File: src/rtl/sem_pkg.sv
package sem_pkg;
  typedef enum logic [1:0] {
    VIEW_PV_SYNC = 2'd0,
    VIEW_PV_TRY  = 2'd1,
    VIEW_RAW     = 2'd2,
    VIEW_TAG     = 2'd3
  } view_e;

  localparam int FLAG_EMPTY_BIT = 0;
  localparam int FLAG_FULL_BIT  = 1;
  localparam int FLAG_FIFO_BIT  = 2;
endpackage

File: src/rtl/sem_arith.sv
module sem_arith #(
  parameter int W = 16
) (
  input  logic [W-1:0] count,
  output logic [W-1:0] inc_sat,
  output logic [W-1:0] dec_floor,
  output logic         is_zero
);
  localparam logic [W-1:0] MAXV = {W{1'b1}};
  localparam logic [W-1:0] ONE  = {{(W-1){1'b0}}, 1'b1};

  always_comb begin
    is_zero   = (count == '0);
    inc_sat   = (count == MAXV) ? MAXV : count + ONE;
    dec_floor = is_zero ? '0 : count - ONE;
  end
endmodule

File: src/rtl/sem_pick.sv
module sem_pick #(
  parameter int N  = 8,
  parameter int IW = (N > 1) ? $clog2(N) : 1
) (
  input  logic [N-1:0]  map,
  output logic          found,
  output logic [IW-1:0] idx,
  output logic [N-1:0]  grant
);
  always_comb begin
    found = 1'b0;
    idx   = '0;
    grant = '0;
    for (int i = N - 1; i >= 0; i--) begin
      if (map[i]) begin
        found = 1'b1;
        idx   = IW'(i);
      end
    end
    if (found) grant[idx] = 1'b1;
  end
endmodule

File: src/rtl/sem_cell.sv
module sem_cell #(
  parameter int NTHR = 8,
  parameter int W    = 16,
  localparam int TW  = (NTHR > 1) ? $clog2(NTHR) : 1
) (
  input  logic            clk,
  input  logic            rst_n,
  input  logic            req_valid,
  output logic            req_ready,
  input  logic            req_write,
  input  logic [1:0]      req_view,
  input  logic [TW-1:0]   req_tid,
  input  logic [W-1:0]    req_wdata,
  output logic            rsp_valid,
  output logic [TW-1:0]   rsp_tid,
  output logic [W-1:0]    rsp_data,
  output logic            stall,
  output logic [NTHR-1:0] blocked_map
);
  import sem_pkg::*;

  localparam logic [W-1:0] ONE  = {{(W-1){1'b0}}, 1'b1};
  localparam logic [W-1:0] MAXV = {W{1'b1}};

  logic [W-1:0]    count_q;
  logic [1:0]      flags_q;
  logic [W-1:0]    cnt_inc, cnt_dec;
  logic            cnt_zero;
  logic            pick_found;
  logic [TW-1:0]   pick_idx;
  logic [NTHR-1:0] pick_grant;
  logic [NTHR-1:0] tid_bit;
  logic [W-1:0]    tag_word;
  view_e           view;
  logic            is_pv;

  sem_arith #(.W(W)) u_arith (
    .count(count_q), .inc_sat(cnt_inc), .dec_floor(cnt_dec), .is_zero(cnt_zero)
  );

  sem_pick #(.N(NTHR), .IW(TW)) u_pick (
    .map(blocked_map), .found(pick_found), .idx(pick_idx), .grant(pick_grant)
  );

  always_comb begin
    view    = view_e'(req_view);
    is_pv   = (view == VIEW_PV_SYNC) || (view == VIEW_PV_TRY);
    tid_bit = '0;
    tid_bit[req_tid] = 1'b1;
    tag_word = '0;
    tag_word[FLAG_EMPTY_BIT] = flags_q[0];
    tag_word[FLAG_FULL_BIT]  = flags_q[1];
    tag_word[FLAG_FIFO_BIT]  = 1'b0;
  end

  assign req_ready = rst_n;

  always_ff @(posedge clk) begin
    if (!rst_n) begin
      count_q     <= '0;
      flags_q     <= '0;
      blocked_map <= '0;
      rsp_valid   <= 1'b0;
      rsp_tid     <= '0;
      rsp_data    <= '0;
      stall       <= 1'b0;
    end else begin
      rsp_valid <= 1'b0;
      stall     <= 1'b0;
      if (req_valid) begin
        if (!req_write) begin
          rsp_tid <= req_tid;
          unique case (view)
            VIEW_PV_SYNC, VIEW_PV_TRY: begin
              if (!cnt_zero) begin
                rsp_valid <= 1'b1;
                rsp_data  <= count_q;
                count_q   <= cnt_dec;
              end else if (view == VIEW_PV_TRY) begin
                rsp_valid <= 1'b1;
                rsp_data  <= '0;
              end else begin
                blocked_map <= blocked_map | tid_bit;
                stall       <= 1'b1;
              end
            end
            VIEW_RAW: begin
              rsp_valid <= 1'b1;
              rsp_data  <= count_q;
            end
            default: begin
              rsp_valid <= 1'b1;
              rsp_data  <= tag_word;
            end
          endcase
        end else begin
          unique case (view)
            VIEW_PV_SYNC, VIEW_PV_TRY: begin
              if (cnt_zero && pick_found) begin
                rsp_valid   <= 1'b1;
                rsp_tid     <= pick_idx;
                rsp_data    <= ONE;
                blocked_map <= blocked_map & ~pick_grant;
              end else begin
                count_q <= cnt_inc;
              end
            end
            VIEW_RAW: count_q <= req_wdata;
            default:  flags_q <= {req_wdata[FLAG_FULL_BIT], req_wdata[FLAG_EMPTY_BIT]};
          endcase
        end
      end
    end
  end

  assert_pv_load_dec_R2: assert property (@(posedge clk) disable iff (!rst_n)
    (req_valid && !req_write && is_pv && count_q != '0)
      |=> (rsp_valid && count_q == $past(count_q) - ONE && rsp_data == $past(count_q)));

  assert_try_no_park_R3: assert property (@(posedge clk) disable iff (!rst_n)
    (req_valid && !req_write && view == VIEW_PV_TRY)
      |=> (rsp_valid && !stall && blocked_map == $past(blocked_map)));

  assert_park_silent_R4: assert property (@(posedge clk) disable iff (!rst_n)
    stall |-> (!rsp_valid && blocked_map != '0));

  assert_no_overflow_R5: assert property (@(posedge clk) disable iff (!rst_n)
    (req_valid && req_write && is_pv && count_q == MAXV) |=> (count_q == MAXV));

  assert_release_one_R6: assert property (@(posedge clk) disable iff (!rst_n)
    (req_valid && req_write && is_pv && count_q == '0 && blocked_map != '0)
      |=> (rsp_valid && count_q == '0 &&
           $countones(blocked_map) == $countones($past(blocked_map)) - 1));

  assert_raw_no_release_R7: assert property (@(posedge clk) disable iff (!rst_n)
    (req_valid && view == VIEW_RAW) |=> (blocked_map == $past(blocked_map)));

  assert_flags_kept_R8: assert property (@(posedge clk) disable iff (!rst_n)
    (req_valid && view != VIEW_TAG) |=> $stable(flags_q));
endmodule

File: config.mk
export PLATFORM = sky130hd
export DESIGN_NAME = sem_cell
export DESIGN_NICKNAME = d
export VERILOG_FILES = /design/src/rtl/sem_pkg.sv /design/src/rtl/sem_arith.sv /design/src/rtl/sem_pick.sv /design/src/rtl/sem_cell.sv
export SDC_FILE = /design/constraint.sdc
export NUM_CORES = 1
export LEC_CHECK = 0
export CORE_MARGIN = 2
export CORE_UTILIZATION = 40
export CTS_CLUSTER_SIZE = 16
export DETAILED_ROUTE_END_ITERATION = 7
export PLACE_DENSITY_LB_ADDON = 0.25
export SYNTH_ARGS = -nofsm -noshare
export SYNTH_HDL_FRONTEND = slang
export SYNTH_SLANG_ARGS = --single-unit
File: constraint.sdc
create_clock -name clk -period 5.2 [get_ports clk]
set_input_delay 0.78 -clock clk [delete_from_list [all_inputs] [get_ports clk]]
set_output_delay 0.78 -clock clk [all_outputs]
set_load 0.02 [all_outputs]
==> impl_metrics.ini <==
[die]
num_rows = 30
ios = 55
start_util_pct = 41.47
die_y_um = 87.93
core-area_um2 = 6794
dieWidth_um = 87.93
dieArea_um2 = 7732

[synthesis]
synthFlopType = dfxtp_1
ys_ff_latch = 47
netlist_area_um2 = 2818
synth_cells = 359
synth-edff-count = 0
postSynthAreaPerCell_um2 = 7.849
syn_nets = 386
ys_seq_area_share_pct = 33.39
async_flop_share_pct = 0
yosys.cell_types.count = 61
yosys_warnings = 0

[route]
wirelength_um = 8002
viasPerCell = 6.037
dr.pass1.iters = 5
antenna_left = 0
wl_per_cell_um = 16.47
drc = 0
drtIter0Drc = 396
route.vias.total = 2934

[cts]
path_clk_slew_ns = 0.09
cts_sinks = 47
cts_made_buffers = 5
clock_latency_ns = 0.30
clock-root-buffer = clkbuf_8
ctsHtreeMaxLevel = 2
clk_path_buf_depth = 2
tritoncts = yes
cts.repair.resized = 0
hold_buffers = 0
post_cts_buffers = 0

[timing]
worst_pin_slew_ns = 0.9152
rsz0062_at_grt = false
setup_viol = 0
fin_crit_sh_pct = 61.38
fin_worst_skew_ns = 0.01179
timing.final.crit_period_ns = 3.192
slew_headroom_pct = 38.42
hold_violations = 0
max_freq_ghz = 0.3133
tns_ns = 0
drv_slew = 0

[run_status]
status = complete, no violations

[global_route]
grt_antenna_before_repair = 0
grt_pass1_vias = 2598
grt_max_degree = 53
grt.overflow.total = 0
grt_pass1_wl_um = 12990
grt_usage_pct = 21.05

[pwr]
leakagePower_nw = 1.243
power_mw = 1.001
peakVddDrop_v = 0.0001322
power_density_nw_per_um2 = 289.0

[run]
maxCapViolCount = 0

[setup_path]
worstPathArrival_ns = 3.43
cp.required_ns = 5.44
crit_path_start_kind = register
cp-end-kind = register
crit_type = register to register
slowest_delay_ns = 0.65
crit_chain = inv_1, ha_1, or3b_1, or4_1, o31ai_1, a21boi_4, nor2_2, a22o_1
crit_fanout = 14
crit_slowest_cell = or4_1

[placement]
place_area_um2 = 3364
io_buffers = 54
dp_hpwl_um = 5463
gp_congestion = 0.9171

[worst_hold_path]
hold_class = register to register

[cells_and_area]
insertedDiodeCount = 0
num-nets-final = 416
final_cell_mix = 54 x clkdlybuf4s50_1, 47 x dfxtp_1, 33 x o21ai_0
syn2layout_area_growth_pct = 22.96
fin_area_um2 = 3465
drive_gt1_share_pct = 6.154
final_common_cell = clkdlybuf4s50_1
[cell families (layout without fill, tap and decap cells)]
kind of cell	after synthesis	count (layout)	share of synthesized area (%)
AND/OR/NAND/NOR	125	125	23.40
AO/OA/AOI/OAI	124	124	31.17
flip-flops	47	47	33.39
buffers and inverters	50	81	7.504
multiplexers	5	5	1.776
adder cells (fa/ha/maj)	2	2	0.8880
XOR/XNOR	6	6	1.865
[worst paths after layout]
path               start           to  slack (ns)  cells past startpoint
max           count_q[0]  rsp_data[9]        2.01                      8
min          rsp_data[1]  rsp_data[1]        0.47                      1
min reg2reg  rsp_data[1]  rsp_data[1]        0.47                      1
max reg2reg   count_q[0]  rsp_data[9]        2.01                      8
[per-layer routing]
layer	vias to the layer above	share of wire [%]	track usage, %
met3	9	6.5	2.922
met4	0	1.1	5.455
met2	119	44	30.65
met1	1385	49	32.37
met5	-	0	0
li1	1421	-	-
[sequential cells by signal (all words and copies together) (netlist names)]
register and cells:
count_q 16, stall 1, blocked_map 8, rsp_valid 1, flags_q 2, rsp_tid 3, rsp_data 16
[critical path: cells and delay by family (launching register included)]
kind	cells	cell delay [ns]
compound gates	3	0.76
buf+inv	1	0.11
flops	1	0.37
fa+ha+maj	1	0.21
simple gates	3	1.68
[cell usage after synthesis (all sizes together), types with 3 or more instances]
cell	number	area share, %
o31ai	4	1.1
clkbuf	28	3.7
nor2	27	3.7
a31oi	3	0.67
or3	7	1.7
dfxtp	47	33
o22ai	7	1.6
a2bb2oi	4	1.2
a21oi	18	3.2
o221a	3	1.2
o21ai	35	6.2
nand2	20	2.7
nor4	14	3.1
or4	10	2.8
xnor2	3	0.93
nor3	14	2.5
a32o	7	2.5
o221ai	3	0.93
inv	14	1.9
xor2	3	0.93
a22o	13	4.0
nand3	17	3.0
buf	8	1.9
mux2i	5	1.8
[report_power, final]
group / total [mW] / switching, mW / internal [mW]
Sequential: 0.433 / 0.0481 / 0.385
Clock: 0.243 / 0.122 / 0.122
Combinational: 0.325 / 0.189 / 0.137
Total: 1.00 / 0.358 / 0.643
[per-stage QoR]
step                setup WS [ns]  instances  util (%)  hold WS (ns)
finish                      2.008        486     50.99        0.4716
CTS                         2.037        486     50.99        0.4814
detailed placement          1.796        478     49.52        0.4506
global route                1.865        486     50.99        0.4884
floorplan                   2.402        359         -        0.4633
global placement            1.836        478     49.52        0.4465
[final cells by class]
type / count / area, µm²
fill: 674 / 3329
inverter: 14 / 52.55
clock buffer: 8 / 100.1
timing repair buffer: 59 / 578.1
tap: 96 / 120.1
sequential: 47 / 940.9
multi-input combinational: 262 / 1673
Note: power is estimated with default switching activity, not from simulation.
